## src/rtl/ptw_pkg.sv

```systemverilog
package ptw_pkg;
  localparam int unsigned AW        = 32;
  localparam int unsigned OFF_W     = 12;
  localparam int unsigned IDX_W     = 10;
  localparam int unsigned ESZ_LOG   = 2;
  localparam int unsigned VALID_BIT = 0;
  localparam int unsigned PFN_W     = AW - OFF_W;

  typedef enum logic [1:0] {
    ST_IDLE   = 2'd0,
    ST_RD_DIR = 2'd1,
    ST_RD_TBL = 2'd2,
    ST_DONE   = 2'd3
  } walk_st_e;

  typedef struct packed {
    logic [IDX_W-1:0] dir;
    logic [IDX_W-1:0] tbl;
    logic [OFF_W-1:0] off;
  } va_t;
endpackage

```

## src/rtl/ptw_ctrl.sv

```systemverilog
module ptw_ctrl
  import ptw_pkg::*;
(
  input  logic     clk_i,
  input  logic     rst_ni,
  input  logic     req_valid_i,
  input  logic     rsp_valid_i,
  input  logic     entry_ok_i,
  output walk_st_e st_o,
  output logic     ready_o,
  output logic     mem_req_o,
  output logic     load_dir_o,
  output logic     fin_o,
  output logic     fin_fault_o
);
  walk_st_e st_q, st_d;
  logic     reading;

  assign reading     = (st_q == ST_RD_DIR) || (st_q == ST_RD_TBL);
  assign ready_o     = (st_q == ST_IDLE);
  assign mem_req_o   = reading;
  assign load_dir_o  = (st_q == ST_RD_DIR) && rsp_valid_i && entry_ok_i;
  // walk ends on any invalid entry, or on any leaf response
  assign fin_o       = reading && rsp_valid_i && (!entry_ok_i || (st_q == ST_RD_TBL));
  assign fin_fault_o = fin_o && !entry_ok_i;
  assign st_o        = st_q;

  always_comb begin
    st_d = st_q;
    unique case (st_q)
      ST_IDLE:   if (req_valid_i) st_d = ST_RD_DIR;
      ST_RD_DIR: if (rsp_valid_i) st_d = entry_ok_i ? ST_RD_TBL : ST_DONE;
      ST_RD_TBL: if (rsp_valid_i) st_d = ST_DONE;
      ST_DONE:   st_d = ST_IDLE;
      default:   st_d = ST_IDLE;
    endcase
  end

  always_ff @(posedge clk_i or negedge rst_ni) begin
    if (!rst_ni) st_q <= ST_IDLE;
    else         st_q <= st_d;
  end
endmodule

```

## src/rtl/ptw_addr.sv

```systemverilog
module ptw_addr
  import ptw_pkg::*;
(
  input  walk_st_e         st_i,
  input  logic [PFN_W-1:0] base_pfn_i,
  input  logic [PFN_W-1:0] dir_pfn_i,
  input  va_t              va_i,
  output logic [AW-1:0]    addr_o
);
  localparam int unsigned IOFF_W = IDX_W + ESZ_LOG;

  logic [PFN_W-1:0] frame;
  logic [IDX_W-1:0] idx;

  always_comb begin
    if (st_i == ST_RD_TBL) begin
      frame = dir_pfn_i;
      idx   = va_i.tbl;
    end else begin
      frame = base_pfn_i;
      idx   = va_i.dir;
    end
  end

  generate
    if (IOFF_W <= OFF_W) begin : g_concat
      // entry offset fits inside the page: no carry into the frame
      assign addr_o = {frame, {(OFF_W - IOFF_W){1'b0}}, idx, {ESZ_LOG{1'b0}}};
    end else begin : g_add
      assign addr_o = {frame, {OFF_W{1'b0}}} + AW'({idx, {ESZ_LOG{1'b0}}});
    end
  endgenerate
endmodule

```

## src/rtl/ptw_result.sv

```systemverilog
module ptw_result
  import ptw_pkg::*;
(
  input  logic             clk_i,
  input  logic             rst_ni,
  input  logic             fin_i,
  input  logic             fault_i,
  input  logic [PFN_W-1:0] pfn_i,
  input  logic [OFF_W-1:0] off_i,
  output logic             done_o,
  output logic             fault_o,
  output logic [AW-1:0]    paddr_o
);
  always_ff @(posedge clk_i or negedge rst_ni) begin
    if (!rst_ni) begin
      done_o  <= 1'b0;
      fault_o <= 1'b0;
      paddr_o <= '0;
    end else begin
      done_o  <= fin_i;
      fault_o <= fin_i && fault_i;
      paddr_o <= (fin_i && !fault_i) ? {pfn_i, off_i} : '0;
    end
  end
endmodule

```

## src/rtl/pt_walker.sv

```systemverilog
module pt_walker
  import ptw_pkg::*;
(
  input  logic          clk_i,
  input  logic          rst_ni,
  input  logic          base_we_i,
  input  logic [AW-1:0] base_wdata_i,
  input  logic          req_valid_i,
  input  logic [AW-1:0] req_vaddr_i,
  output logic          req_ready_o,
  output logic          mem_req_o,
  output logic [AW-1:0] mem_addr_o,
  input  logic          mem_rvalid_i,
  input  logic [AW-1:0] mem_rdata_i,
  output logic          done_o,
  output logic          fault_o,
  output logic [AW-1:0] paddr_o
);
  walk_st_e         st;
  va_t              va_q;
  logic [PFN_W-1:0] base_pfn_q;
  logic [PFN_W-1:0] dir_pfn_q;
  logic             entry_ok;
  logic [PFN_W-1:0] entry_pfn;
  logic             load_dir, fin, fin_fault;

  assign entry_ok  = mem_rdata_i[VALID_BIT];
  assign entry_pfn = mem_rdata_i[AW-1:OFF_W];

  ptw_ctrl u_ctrl (
    .clk_i       (clk_i),
    .rst_ni      (rst_ni),
    .req_valid_i (req_valid_i),
    .rsp_valid_i (mem_rvalid_i),
    .entry_ok_i  (entry_ok),
    .st_o        (st),
    .ready_o     (req_ready_o),
    .mem_req_o   (mem_req_o),
    .load_dir_o  (load_dir),
    .fin_o       (fin),
    .fin_fault_o (fin_fault)
  );

  always_ff @(posedge clk_i or negedge rst_ni) begin
    if (!rst_ni) begin
      base_pfn_q <= '0;
      va_q       <= '0;
      dir_pfn_q  <= '0;
    end else begin
      if (base_we_i && st == ST_IDLE) base_pfn_q <= base_wdata_i[AW-1:OFF_W];
      if (req_valid_i && st == ST_IDLE) va_q <= va_t'(req_vaddr_i);
      if (load_dir) dir_pfn_q <= entry_pfn;
    end
  end

  ptw_addr u_addr (
    .st_i       (st),
    .base_pfn_i (base_pfn_q),
    .dir_pfn_i  (dir_pfn_q),
    .va_i       (va_q),
    .addr_o     (mem_addr_o)
  );

  ptw_result u_res (
    .clk_i   (clk_i),
    .rst_ni  (rst_ni),
    .fin_i   (fin),
    .fault_i (fin_fault),
    .pfn_i   (entry_pfn),
    .off_i   (va_q.off),
    .done_o  (done_o),
    .fault_o (fault_o),
    .paddr_o (paddr_o)
  );
endmodule

```

## config.mk

```make
export PLATFORM = sky130hd
export DESIGN_NAME = pt_walker
export DESIGN_NICKNAME = d
export VERILOG_FILES = /design/src/rtl/ptw_pkg.sv /design/src/rtl/ptw_ctrl.sv /design/src/rtl/ptw_addr.sv /design/src/rtl/ptw_result.sv /design/src/rtl/pt_walker.sv
export SDC_FILE = /design/constraint.sdc
export NUM_CORES = 1
export LEC_CHECK = 0
export BUFFER_PORTS_ARGS = -buffer_cell sky130_fd_sc_hd__buf_2
export CAP_MARGIN = 5
export CORE_ASPECT_RATIO = 1.75
export CORE_MARGIN = 4
export CORE_UTILIZATION = 44
export DETAILED_ROUTE_END_ITERATION = 8
export GPL_TIMING_DRIVEN = 1
export PLACE_DENSITY = 0.79
export RECOVER_POWER = 100
export SLEW_MARGIN = 20
export SYNTH_ARGS = -nofsm -noshare
export SYNTH_HDL_FRONTEND = slang
export SYNTH_SLANG_ARGS = --single-unit
```

## constraint.sdc

```tcl
create_clock -name clk_i -period 1.57 [get_ports clk_i]
set_input_delay 0.314 -clock clk_i [delete_from_list [all_inputs] [get_ports clk_i]]
set_output_delay 0.314 -clock clk_i [all_outputs]
set_load 0.02 [all_outputs]
```

# Word-level counts from Yosys, hierarchy flattened
# Cells that the tools add are included.
# Widths: inputs -> output; s select.
# totals
register_bits	108
output_inout_bits	68
elab_cells	38
# op_classes
eq_ne	6
muxes	8
n_reduce_logical	15
# ops
op	n
$mux 32	1
$mux 20	1
$mux 10	1
$logic_and 1x1->1	9
$pmux 2 s4	1
$mux 2	3
$ne 2x2->1 const B	3
$eq 2x2->1 const B	2
$reduce_and 3->1	1
$eq 2x1->1 const B	1
$logic_not 1->1	2
$logic_not 2->1	1
$logic_or 1x1->1	2
$mux 1	1

# Logic depth before layout (Yosys ltp)
# Gate-level depths: netlist of run 1.
# depth
depth_word	8
mapped_depth	7
depth_no_buf	5

# Hierarchy
# From an unflattened synthesis of run 1, not the netlist that was laid out.
# hier_totals
hier_cells	283
hier_area_um2	4629.4
# modules_own_cells
module	n_inst	cells_per_inst	area_per_inst_um2
pt_walker	1	153	2702.6
ptw_result	1	73	1208.7
ptw_addr	1	37	528.0
ptw_ctrl	1	20	190.2

# Worst setup path after synthesis of run 1
# No wires, ideal clock.
# synth_timing
path_type	reg-to-output
startpoint	reg u_ctrl.st_q[0], in the netlist u_ctrl.st_o[0]
endpoint	out mem_addr_o[11]
arrival_time_ns	1.339
path_slack_ns	-0.083
path_stages_with_launch	6
n_path_buf	2
cell_sequence	dfrtp_1 inv_1 ha_1 buf_2 buf_2 mux2_2
# synth_via
elab_chain_len	2
# synth_rtl
element	line	source
start, declared	ptw_ctrl.sv:16	walk_st_e st_q, st_d;
start signal, assigned	ptw_ctrl.sv:41	else st_q <= st_d;
$eq 2x2->1	ptw_addr.sv:16	if (st_i == ST_RD_TBL) begin
$mux 10	ptw_addr.sv:16	
end, declared	pt_walker.sv:12	output logic [AW-1:0] mem_addr_o,
# No other way between the ends.

# Final worst setup path of run 1
# layout_timing
startpoint	reg u_ctrl.st_q[0], in the netlist u_ctrl.st_o[0]
endpoint	out mem_addr_o[27]
# layout_via
elab_chain_len	2
# layout_rtl
element	line
$eq 2x2->1	ptw_addr.sv:16
$mux 20	ptw_addr.sv:16
# No other way between the ends.

==> results of run 1 <==
power groups by stage:
stage	Sequential, µW	Combinational, µW	Clock (µW)
2_1_floorplan	4300	3500	0
3_3_place_gp	4300	4820	0
3_5_place_dp	4380	4940	0
4_1_cts	4350	5720	2220
5_1_grt	4480	6380	2350
6_report	4350	6030	2170
layout make-up:
cell class	instances	area, µm²	share of cell area, %
sequential	108	2700	43.9
multi-input combinational	155	1710	27.8
timing repair buffer	176	1280	20.9
clock buffer	11	243	3.94
tap	125	156	2.54
clock inverter	5	41.3	0.671
inverter	3	16.3	0.264
metal layers:
layer | vias up | part of all wire, % | wire, µm | global-route usage, %
met1 | 1407 | 36 | 3850 | 18.5
met2 | 82 | 57 | 6190 | 33.3
met4 | 0 | 2.5 | 266 | 8.47
li1 | 1299 | - | - | -
met5 | - | 0 | 0 | 0
met3 | 17 | 4.7 | 505 | 3.88
kinds of logic after synthesis:
kind of cell	share of synthesized area, %
flip-flops	61.2
multiplexers	28.8
AND/OR/NAND/NOR	5.67
buffers and inverters	2.61
AO/OA/AOI/OAI	0.765
adder cells (fa/ha/maj)	0.850
other	0.0849
critical path, cell delays in order, from the launching register on:
cell and delay, ns:
dfrtp_1 0.39, inv_2 0.09, ha_4 0.20, buf_12 0.16
mux2_2 0.35, buf_2 0.16
worst paths after layout:
kind / endpoint / slack (ns) / cells past startpoint
max in group asynchronous: u_res.fault_o / 0.15 / 3
min: u_res.paddr_o[28] / 0.18 / 2
min reg2reg: u_res.paddr_o[5] / 0.49 / 1
max: mem_addr_o[27] / -0.46 / 5
min in group asynchronous: va_q[23] / 0.63 / 2
max reg2reg: va_q[10] / -0.42 / 8
state kept, by name, summed over array words and instances, names as in the netlist:
| signal | cells |
|---|---|
| base_pfn_q | 20 |
| dir_pfn_q | 20 |
| u_ctrl.st_o | 2 |
| u_res.done_o | 1 |
| u_res.fault_o | 1 |
| u_res.paddr_o | 32 |
| va_q | 32 |
layout by cell type (no fill, tap or decap), drive strengths merged, types with 2 or more instances in the layout:
master,synthesis,layout
buf,13,135
dfrtp,108,108
mux2,103,103
clkbuf,3,51
and2,32,32
inv,3,6
nor2,4,4
nand2,4,4
ha,3,3
conb,1,2
nor2b,2,2
stage by stage:
step,total power [µW],util (%),cell area (µm²)
2_1_floorplan,7800,-,4430
3_3_place_gp,9130,54.8,5400
3_5_place_dp,9310,54.8,5400
4_1_cts,12300,61.0,6000
5_1_grt,13200,62.5,6160
6_report,12600,62.5,6160
repair_timing:
item | in CTS | in global routing
endpoints found under the hold margin | 31 | 0
hold buffers | 1 | 0
buffers inserted | 6 | 1
pin swaps | 4 | 4
resized for setup | 35 | 21
endpoints found under the setup margin | 83 | 138
gates cloned | 5 | 6
==> reports/results.ini, run 1 <==
[status]
outcome = finished, violations left
violated_checks = setup timing

[routing]
drt_wl_total_um = 10800
first_pass_iters = 4
antenna_violating_nets_post_route = 0
drt-wirelength-per-cell_um = 18.6
remaining_drc_errors = 0
dr.first_iter.drc_count = 110
avgViaCountPerCell = 4.81
num_vias = 2805

[die]
die-area_mm2 = 0.0118
rows = 48
die_width_um = 83.7
initial_utilization_pct = 44.8
core_region_area_mm2 = 0.00985
io_pins = 169
die_y_um = 141

[flow_run]
maxCapViolCount = 0

[setup_path]
crit_fanout = 11
worst_ep_arrival_time_ns = 1.71
cp.required_ns = 1.26
path_class = reg -> out
critPathCaptureType = output pin
critical_path.startpoint_type = flop
critical_path.reg2reg.startpoint = u_ctrl.st_o[1]
worst_setup_path_startpoint = u_ctrl.st_o[0]

[cts]
cts.root.buffer_cell = clkbuf_16
cts_buffer_depth = 2
cts-buffers-inserted = 9
clk_pin_slew_worst_paths_ns = 0.08
clkSinkCount = 108
cts_tree = yes
clk_latency_ns = 0.35
htree_num_levels = 3

[yosys]
synth_warnings = 0
synth_common_cells = dfrtp_1, mux2_2, and2_1, mux2_4, buf_2
synth_seq_cells = 108
synth_top_area_share_pct = 61.2
synthesis.area_per_instance_um2 = 15.7
synth_cell_type_count = 21
ys_async_sr_fraction_pct = 100
synth_top_area_cell = dfrtp_1
post_synth_edffs = 0
synth.cell_area_mm2 = 0.00442
synthesis.instances = 281
ys_dominant_reg_cell = dfrtp_1
yosysMostFrequentCell = dfrtp_1
yosys-top-cells-area = dfrtp_1, mux2_2, mux2_4, and2_1, buf_2
yosysSeqAreaShare_pct = 61.2

[power]
power.density_cell_area_mw_per_mm2 = 2040
power.net_switching_uw = 4210
power.static_leakage_uw = 0.00304
power.share.switching_pct = 33.5
pwr-share-seq_pct = 34.7
worst_ir_drop_vdd_mv = 1.22
power.internal_uw = 8350
combPwrFrac_pct = 48.0
clockPowerShare_pct = 17.3

[min_path]
min-delay-start = mem_rdata_i[28]
hold_class = in -> reg

[finish]
finalNetCount = 557
filler_cell_count = 796
final-instance-count-excl-fill = 583
area_growth_pct = 39.4
drive_gt1_share_pct = 59.6
insertedDiodeCount = 0

[placed_design]
place_congestion = 0.769
placement.io_buffers = 143
place_inst = 549
pre_cts_slack_ns = -0.123
place_hpwl_um = 6840

[sta]
rsz0062_at_grt = yes
max_clock_freq_mhz = 493
layout_worst_path_cycle_share_pct = 129
skew_ns = 0.0107
timing.setup.tns_ns = -35.55
report.final.slew_viol_count = 0
setup_viol = 118
finalHoldViolCount = 0
final.setup.worst_slack_ns = -0.458
max_slew_margin_pct = 38.3
timing_worst_slew_pin_value_ns = 0.926
finalHoldWorstSlack_ns = 0.178
fin_crit_ns = 2.03

[global_route]
total_global_routing_track_utilization_pct = 17.8
grt_pass1_vias = 3135
grt_first_pass_wirelength_um = 16000
grt_antenna_before_repair = 0
maximum_number_of_pins_on_one_net_before_global_route_repair = 36
grt_overflow = 0

(Power assumes the default switching activity.)
==> inputs of run 2 (changes only) <==
--- a/config.mk
+++ b/config.mk
@@ -7,7 +7,7 @@
 export LEC_CHECK = 0
 export BUFFER_PORTS_ARGS = -buffer_cell sky130_fd_sc_hd__buf_2
 export CAP_MARGIN = 5
-export CORE_ASPECT_RATIO = 1.75
+export CORE_ASPECT_RATIO = 0.6
 export CORE_MARGIN = 4
 export CORE_UTILIZATION = 44
 export DETAILED_ROUTE_END_ITERATION = 8
==> run 2 against run 1 <==
Compared with the run above:
- the run still ends with setup timing left
- critical path depth unchanged
- total power shrank 5.2%
- clock power fell by 4%
- sequential share of layout area grew 3.0 points
- non-clock buffer count fell by 19
- global-route usage down 0.72 points
- first-iteration DRC count is 44% lower
- register-to-register slack improved by 0.34 ns
- hold slack improved by 0.017 ns
- utilization shrank 1.6 points
==> reports/results.ini, run 2 (synthesized netlist as in run 1, its figures left out) <==
[setup_path]
critical_path.startpoint_type = flop
worstRegToRegCells = 7  ; -1
cp.required_ns = 1.26  ; about the same
critPathCaptureType = output pin
critical_path_buf_inv_count = 3  ; unchanged
path_class = reg -> out
worst-path-stages = 5  ; unchanged
slowest_stage = dfrtp_1
critical-path-top-delay-family = flip-flops
r2r_slack_ns = -0.08  ; +0.34 ns
crit_fanout = 14  ; +3
sequence_of_cells_on_the_critical_path = inv_2, ha_4, buf_12, mux2_2, buf_2
worst_ep_arrival_time_ns = 1.65  ; -0.06 ns
crit_path_max_incr_delay_ns = 0.40  ; about the same

[die]
initial_utilization_pct = 46.7  ; +1.9 points
core_region_area_mm2 = 0.00946  ; -4.0%
die_width_um = 137  ; +64%
die-area_mm2 = 0.0118  ; about the same
die_y_um = 85.6  ; -39%
rows = 27  ; -44%
io_pins = 169  ; unchanged

[sta]
final.setup.worst_slack_ns = -0.396  ; +0.0620 ns
rsz0062_at_grt = yes
fin_crit_ns = 1.97  ; -0.0620 ns
setup_viol = 106  ; -10%
skew_ns = 0.00903  ; -0.00168 ns
layout_worst_path_cycle_share_pct = 125  ; -3.9 points
timing_worst_slew_pin_value_ns = 1.34  ; +0.411 ns
max_slew_margin_pct = 10.9  ; -27 points
max_clock_freq_mhz = 509  ; +3.2%
report.final.slew_viol_count = 0  ; unchanged
finalHoldViolCount = 0  ; unchanged

[finish]
area_growth_pct = 30.5
final_design_area_no_fill_mm2 = 0.00576  ; -6.4%
drive_gt1_share_pct = 56.7  ; -2.9 points
finalNetCount = 538  ; -3.4%
mostFrequentLayoutCells = dfrtp_1, buf_2, mux2_2, mux2_4, clkbuf_1
insertedDiodeCount = 0  ; unchanged
largestRegisters = u_res.paddr_o: 32 flops, va_q: 32 flops
final-instance-count-excl-fill = 569  ; -2.4%
mostFrequentLayoutCell = dfrtp_1

[cts]
cts_tree = yes
clk_pin_slew_worst_paths_ns = 0.07  ; about the same
cts.root.buffer_cell = clkbuf_16
cts_buffer_depth = 2  ; unchanged
cts_hold_buffers = 0  ; -1
clk_latency_ns = 0.34  ; about the same
cts-buffers-inserted = 9  ; unchanged
htree_num_levels = 3  ; unchanged
clkSinkCount = 108  ; unchanged

[routing]
remaining_drc_errors = 0  ; unchanged
drt_wl_total_um = 9630  ; -11%
antenna_violating_nets_post_route = 0  ; unchanged
dr.first_iter.drc_count = 62  ; -44%
avgViaCountPerCell = 4.82  ; +0.23%
drt-wirelength-per-cell_um = 16.9  ; -8.8%
num_vias = 2744  ; -2.2%
first_pass_iters = 4  ; unchanged

[min_path]
hold-path-cell-count = 2  ; unchanged
hold_class = in -> reg

[global_route]
grt_overflow = 0  ; unchanged
grt_pass1_vias = 3081  ; -1.7%
total_global_routing_track_utilization_pct = 17.1  ; -0.72 points
grt_antenna_before_repair = 2  ; +2
grt_first_pass_wirelength_um = 15400  ; -3.6%
maximum_number_of_pins_on_one_net_before_global_route_repair = 109  ; +200%

[flow_run]
maxCapViolCount = 0  ; unchanged

[power]
power.net_switching_uw = 3980  ; -5.3%
combPwrFrac_pct = 45.7  ; -2.3 points
worst_ir_drop_vdd_mv = 1.29  ; +6.2%
power.share.switching_pct = 33.5  ; about the same
power.internal_uw = 7920  ; -5.2%
clockPowerShare_pct = 17.6  ; +0.3 points
power.static_leakage_uw = 0.00288  ; -5.5%
pwr-share-seq_pct = 36.7  ; +2.0 points
power.density_cell_area_mw_per_mm2 = 2070  ; +1.2%

[placed_design]
placement.io_buffers = 143  ; unchanged
place_hpwl_um = 6760  ; -1.2%
place_congestion = 0.732  ; -4.8%
place_inst = 551  ; +0.36%
placed_area_mm2 = 0.00539  ; about the same

[status]
outcome = finished, violations left
violated_checks = setup timing

==> run 2: through the flow <==
step	setup WS (ns)	hold slack (ns)	TNS [ns]	power, µW	utilization [%]
5_1_grt	-0.451	0.180	-20.63	12600	60.9
3_5_place_dp	-0.142	0.433	-3.94	9400	57.0
2_1_floorplan	-0.0382	0.0184	-1.08	7800	-
4_1_cts	-0.432	0.0649	-12.39	11700	60.5
6_report	-0.396	0.195	-14.47	11900	60.9
3_3_place_gp	-0.122	0.426	-2.98	9180	57.0
==> run 2: final cells by class <==
cell class              count  area, µm²
flip-flops and latches    108       2700
clock buffers              10        229
inverters                   3       11.3
multi-input cells         155       1680
well taps                 130        163
clock inverters             6       48.8
fillers                   751       3700
repair buffers            157        925
==> run 2: power by group through the flow <==
stage | Combinational (µW) | Sequential, µW | Clock [µW]
after floorplan | 3500 | 4300 | 0
after global placement | 4880 | 4300 | 0
after detailed placement | 5010 | 4390 | 0
after CTS | 5220 | 4360 | 2150
after global routing | 5790 | 4500 | 2290
final | 5440 | 4370 | 2090
==> run 2: path summary, 6_finish.rpt <==
check,startpoint,endpoint
hold reg to reg,va_q[5],u_res.paddr_o[5]
setup / recovery,u_ctrl.st_o[0],mem_addr_o[19]
setup reg to reg,u_ctrl.st_o[1],base_pfn_q[3]
min in group asynchronous,rst_ni,u_res.paddr_o[6]
hold / removal,mem_rdata_i[25],u_res.paddr_o[25]
max in group asynchronous,rst_ni,u_ctrl.st_o[0]
==> run 2: per-layer routing <==
| metal | share of wire (%) | global-route usage (%) | up-vias | routed length [µm] |
|---|---|---|---|---|
| met5 | 0.28 | 0 | - | 27 |
| met3 | 8.0 | 7.21 | 13 | 773 |
| met1 | 45 | 21.6 | 1364 | 4370 |
| met2 | 46 | 27.5 | 102 | 4390 |
| li1 | - | - | 1261 | - |
| met4 | 0.73 | 4.08 | 4 | 70 |
==> run 2: timing repair <==
action                     CTS  global route
resized for setup           13            32
buffers inserted             1             1
setup endpoints to repair   58            49
pin swaps                    0             2
